### src/rtl/dcr_pkg.sv
package dcr_pkg;
   // Netlist style of the two shifters; both give the same function.
   typedef enum logic [0:0] {
      DCR_MASK   = 1'b0,
      DCR_PERBIT = 1'b1
   } dcr_style_e;

   // Width needed for a repair position, including the no-fault code.
   function automatic int pos_width(input int data_w);
      return $clog2(data_w + 1);
   endfunction

   function automatic int set_width(input int sets);
      return (sets > 1) ? $clog2(sets) : 1;
   endfunction
endpackage

### src/rtl/dcr_addr_store.sv
module dcr_addr_store #(
   parameter int DATA_W = 8,
   parameter int SETS   = 4,
   parameter int AW     = dcr_pkg::pos_width(DATA_W),
   parameter int SW     = dcr_pkg::set_width(SETS)
) (
   input  logic          clk,
   input  logic          rst,
   input  logic          wr_en,
   input  logic [SW-1:0] wr_set,
   input  logic [AW-1:0] wr_pos,
   input  logic [SW-1:0] rd_set,
   output logic [AW-1:0] rd_pos
);
   localparam logic [AW-1:0] CLEAN = AW'(DATA_W);

   logic [AW-1:0] table_q [SETS];

   always_ff @(posedge clk) begin
      if (rst) begin
         for (int s = 0; s < SETS; s++) table_q[s] <= CLEAN;
      end else if (wr_en && (int'(wr_set) < SETS)) begin
         table_q[wr_set] <= wr_pos;
      end
   end

   always_comb begin
      rd_pos = CLEAN;
      for (int s = 0; s < SETS; s++) begin
         if (int'(rd_set) == s) rd_pos = table_q[s];
      end
   end
endmodule

### src/rtl/dcr_mask_gen.sv
module dcr_mask_gen #(
   parameter int DATA_W = 8,
   parameter int AW     = dcr_pkg::pos_width(DATA_W)
) (
   input  logic [AW-1:0]     pos,
   output logic [DATA_W-1:0] shift_mask
);
   localparam logic [AW-1:0] LIMIT = AW'(DATA_W);

   logic faulty;
   assign faulty = (pos < LIMIT);

   // Thermometer: ones from the faulty position upward.
   for (genvar i = 0; i < DATA_W; i++) begin : g_bit
      localparam logic [AW-1:0] IDX = AW'(i);
      assign shift_mask[i] = faulty & (pos <= IDX);
   end
endmodule

### src/rtl/dcr_wr_shift.sv
module dcr_wr_shift #(
   parameter int                  DATA_W = 8,
   parameter dcr_pkg::dcr_style_e STYLE  = dcr_pkg::DCR_MASK
) (
   input  logic [DATA_W-1:0] din,
   input  logic [DATA_W-1:0] shift_mask,
   output logic [DATA_W:0]   dout
);
   if (STYLE == dcr_pkg::DCR_MASK) begin : g_mask
      assign dout = {1'b0, din & ~shift_mask} | {din & shift_mask, 1'b0};
   end else begin : g_perbit
      assign dout[0] = shift_mask[0] ? 1'b0 : din[0];
      for (genvar i = 1; i < DATA_W; i++) begin : g_col
         assign dout[i] = shift_mask[i-1] ? din[i-1]
                        : (shift_mask[i] ? 1'b0 : din[i]);
      end
      assign dout[DATA_W] = shift_mask[DATA_W-1] ? din[DATA_W-1] : 1'b0;
   end
endmodule

### src/rtl/dcr_rd_unshift.sv
module dcr_rd_unshift #(
   parameter int                  DATA_W = 8,
   parameter dcr_pkg::dcr_style_e STYLE  = dcr_pkg::DCR_MASK
) (
   input  logic [DATA_W:0]   pin,
   input  logic [DATA_W-1:0] shift_mask,
   output logic [DATA_W-1:0] dout
);
   if (STYLE == dcr_pkg::DCR_MASK) begin : g_mask
      assign dout = (pin[DATA_W-1:0] & ~shift_mask) | (pin[DATA_W:1] & shift_mask);
   end else begin : g_perbit
      for (genvar i = 0; i < DATA_W; i++) begin : g_col
         assign dout[i] = shift_mask[i] ? pin[i+1] : pin[i];
      end
   end
endmodule

### src/rtl/dcr_shift_top.sv
module dcr_shift_top #(
   parameter int                  DATA_W = 8,
   parameter int                  SETS   = 4,
   parameter dcr_pkg::dcr_style_e STYLE  = dcr_pkg::DCR_MASK,
   parameter int                  AW     = dcr_pkg::pos_width(DATA_W),
   parameter int                  SW     = dcr_pkg::set_width(SETS)
) (
   input  logic              clk,
   input  logic              rst,
   input  logic              cfg_we,
   input  logic [SW-1:0]     cfg_set,
   input  logic [AW-1:0]     cfg_addr,
   input  logic [SW-1:0]     acc_set,
   input  logic [DATA_W-1:0] wdata,
   output logic [DATA_W:0]   phys_wdata,
   input  logic [DATA_W:0]   phys_rdata,
   output logic [DATA_W-1:0] rdata,
   output logic [AW-1:0]     cur_red_addr
);
   if (DATA_W < 2) begin : g_bad_width
      $error("dcr_shift_top: DATA_W must be at least 2");
   end
   if (SETS < 1) begin : g_bad_sets
      $error("dcr_shift_top: SETS must be at least 1");
   end
   if (AW < dcr_pkg::pos_width(DATA_W)) begin : g_bad_aw
      $error("dcr_shift_top: AW too narrow for the no-fault code");
   end
   if ((1 << SW) < SETS) begin : g_bad_sw
      $error("dcr_shift_top: SW too narrow for SETS");
   end

   logic [DATA_W-1:0] shift_mask;

   dcr_addr_store #(.DATA_W(DATA_W), .SETS(SETS), .AW(AW), .SW(SW)) u_store (
      .clk    (clk),
      .rst    (rst),
      .wr_en  (cfg_we),
      .wr_set (cfg_set),
      .wr_pos (cfg_addr),
      .rd_set (acc_set),
      .rd_pos (cur_red_addr)
   );

   dcr_mask_gen #(.DATA_W(DATA_W), .AW(AW)) u_mask (
      .pos        (cur_red_addr),
      .shift_mask (shift_mask)
   );

   dcr_wr_shift #(.DATA_W(DATA_W), .STYLE(STYLE)) u_wr (
      .din        (wdata),
      .shift_mask (shift_mask),
      .dout       (phys_wdata)
   );

   dcr_rd_unshift #(.DATA_W(DATA_W), .STYLE(STYLE)) u_rd (
      .pin        (phys_rdata),
      .shift_mask (shift_mask),
      .dout       (rdata)
   );
endmodule

### config.mk
export PLATFORM = sky130hd
export DESIGN_NAME = dcr_shift_top
export DESIGN_NICKNAME = d
export VERILOG_FILES = /design/src/rtl/dcr_pkg.sv /design/src/rtl/dcr_addr_store.sv /design/src/rtl/dcr_mask_gen.sv /design/src/rtl/dcr_wr_shift.sv /design/src/rtl/dcr_rd_unshift.sv /design/src/rtl/dcr_shift_top.sv
export SDC_FILE = /design/constraint.sdc
export NUM_CORES = 1
export LEC_CHECK = 0
export BUFFER_PORTS_ARGS = -buffer_cell sky130_fd_sc_hd__clkbuf_2
export CAP_MARGIN = 20
export CORE_MARGIN = 2
export CORE_UTILIZATION = 46
export DETAILED_ROUTE_END_ITERATION = 6
export MAX_ROUTING_LAYER = met4
export PLACE_DENSITY = 0.8
export SLEW_MARGIN = 5
export SYNTH_ARGS = -nofsm -noshare
export SYNTH_HDL_FRONTEND = slang
export SYNTH_SLANG_ARGS = --single-unit
### constraint.sdc
create_clock -name clk -period 2.2 [get_ports clk]
set_clock_uncertainty 0.2 [all_clocks]
set_input_delay 0.33 -clock clk [delete_from_list [all_inputs] [get_ports clk]]
set_output_delay 0.33 -clock clk [all_outputs]
set_load 0.1 [all_outputs]
==> results by group <==
Power and ir drop
  – Pleak: 0.0008643 µW
  – Max IR drop VDD: 0.0006517 V
  – PwrDens: ~730 nW/µm²
  – Total Power: about 1500 µW

Clock network
  – Clk slew on worst S/H paths: roughly 90 ps
  – Clk sinks: 16
  – CTS H-tree depth: 1
  – CTS Root Cell: clkbuf_4
  – TritonCTS clock tree: built
  – Number of buffers created by CTS: 3
  – Longest Clk Path Bufs: 2
  – Post-CTS Hold Fix Bufs: 0

Final layout
  – Sequential Area: around 480 µm²
  – Multi-input gate area: about 700 µm²
  – Post-layout net count: 185
  – Biggest regs: u_store.table_q x16
  – Layout overhead on the synthesized area: 88.17%
  – Fill count: 88
  – Most flops, register: u_store.table_q
  – Max FFs per register: 16
  – Finished Layout Cells: between 150 and 200
  – Number of diodes: 0
  – Share of post-route cells with drive strength above 1: 0.6731
  – Post-route cell area: 2029 µm²

Worst hold path
  – Min-Delay Path Class: input port to flop

Placed design
  – Dpl cell area: between 1500 and 2000 µm²
  – Dpl hpwl: between 2000 and 3000 µm
  – Gpl congestion: roughly 0.75
  – Dpl cells: between 150 and 200
  – IO Port Bufs: 48

Worst setup path
  – Worst Setup SP: u_store.table_q[2][2]$_SDFFCE_PN0P_
  – CP top delay family: multiplexers
  – CP Depth: 5
  – Startpoint types: flop
  – Worst setup path end: rdata[0]
  – Critical-path cell list: mux4_2, buf_6, nor4_4, mux2_4, buf_12
  – Buf/Inv on CP: 2
  – Crit path kind: flop to primary output
  – Crit path DAT: 2230 ps
  – Crit. End Element: primary output
  – Slowest CP cell: mux4_2
  – Slowest stage delay, CP: around 520 ps
  – Worst-path fanout max: 3
  – CP required: between 1500 and 2000 ps

Global routing
  – Congestion Overflow GR: 0
  – Largest net degree at the start of global routing: 12
  – Global-route wire length before repair: 6210 µm
  – Vias in the first global route: between 1k and 1.5k
  – Total GRT Usage: 0.3352
  – Initial antenna violation count: 0

Logic synthesis
  – Cells after Synth: 84
  – Syn_area_per_cell: between 10 and 15 µm²
  – Top cells by count, synth: edfxtp_1, and2_1, nand2b_1
  – Number of flops mapped to enable cells by yosys: 16
  – Top_reg_cell synth: edfxtp_1
  – Count leader, synth: edfxtp_1
  – Top area cells in the synthesized netlist: edfxtp_1, and2_1, mux4_2
  – Async S/R FF share, synth: 0
  – FF+latch count, synth: 16
  – Synth cell types: 29
  – Leading area contributor after synthesis: edfxtp_1
  – Sequential fraction of the synthesis area: 0.4455
  – Warning count from the yosys run: 0
  – Synth Net Count: approximately 110
  – Post-Syn Area: 1079 µm²
  – Synth top area share: 0.4455

STA
  – Fin crit period: 2763 ps
  – Slew @ Worst Pin: 531.9 ps
  – Worst rel slew slack: 0.6427
  – WHS: 154.8 ps
  – RSZ-0062 raised after global routing: true
  – Setup TNS: -8121 ps
  – Final Hold Fails: 0
  – Final Setup Violations: 21
  – F_max: 361.9 MHz
  – Post-route clock period utilization: 1.256
  – Final Slew Violations: 0
  – Setup ws final: -563.5 ps

Floorplan
  – Die width: approximately 52 µm
  – Initial core utilization: 0.4876
  – Die H: around 52 µm
  – I/O Pins: 49
  – Row cnt: 17
  – Total Die Area: ~2700 µm²
  – Core area: 2212 µm²

Drt
  – DRC Markers: 0
  – Starting DRC count in detailed routing: 15
  – Routed via count: about 1k
  – Vias per inst: 5.582
  – DRT Pass-1 Iters: 4
  – DRT antenna net count: 0
  – WL final: 4067 µm
  – Avg WL per Cell: approximately 22 µm

Outcome
  – Status: finished with violations
  – Failing checks: setup timing

Flow run
  – Max_cap viols: 0
==> per-layer routing <==
layer | global-route usage | vias to the layer above | routed length [µm]
li1 | - | 460 | -
met1 | 0.3290 | 475 | 1380
met2 | 0.6167 | 64 | 2196
met3 | 0.05714 | 28 | 236
met4 | 0.1880 | 0 | 254
met5 | - | - | 0
==> per-stage QoR <==
step / worst slack [ps] / utilization
after global placement: -350.5 / 0.8637
after CTS: -493.9 / 0.9038
after detailed placement: -408.2 / 0.8637
after floorplan: -1264 / -
final: -563.5 / 0.9174
after global routing: -651.4 / 0.9174
==> logic make-up (layout without fill, tap and decap cells) <==
group,Yosys count,count (layout),synth area share
compound gates,14,14,0.1241
buf+inv,8,80,0.04872
flops,16,16,0.4455
mux,12,12,0.1705
simple gates,34,34,0.2111
==> worst min-delay path by stage <==
stage	end	cells past startpoint	start
final	u_store.table_q[3][1]$_DFFE_PP_	2	cfg_addr[1]
after global routing	u_store.table_q[0][3]$_SDFFCE_PN1P_	2	cfg_addr[3]
after CTS	u_store.table_q[3][3]$_DFFE_PP_	2	cfg_addr[3]
after detailed placement	u_store.table_q[3][3]$_DFFE_PP_	2	cfg_addr[3]
after global placement	u_store.table_q[2][3]$_SDFFCE_PN1P_	2	cfg_addr[3]
after floorplan	u_store.table_q[0][3]$_SDFFCE_PN1P_	1	cfg_addr[3]
==> layout make-up <==
type / instances / area share
repair buffers: 71 / 0.3798
multi-input cells: 60 / 0.3440
flip-flops and latches: 16 / 0.2367
well taps: 28 / 0.01726
clock buffers: 3 / 0.01110
inverters: 5 / 0.009248
clock inverters: 1 / 0.001850
==> cells in the final DEF, fill, tap and decap left out, types with 2 or more instances in the layout <==
master      n
mux4_2      4
edfxtp_1   16
and2_1     12
buf_4      15
nor3b_1     2
inv_1       5
o211ai_1    2
buf_6       6
nor2b_1     3
nor2b_4     2
or2_2       3
clkbuf_4    3
buf_12     22
o2bb2ai_4   3
mux2_4      8
clkbuf_2   27
nand2b_1    6
==> power by group <==
group | internal (µW) | switching (µW) | total (µW)
clock network | 66.0 | 90.4 | 156
registers | 359 | 9.36 | 368
logic | 380 | 587 | 967
==> repair_timing <==
| item | in CTS | in global routing |
|---|---|---|
| buffers inserted | 5 | 3 |
| setup endpoints to repair | 20 | 21 |
| hold endpoints to repair | 0 | 0 |
| pin swaps | 4 | 3 |
| gates resized for setup | 6 | 4 |
No activity file was read; power rests on OpenSTA's default activity.
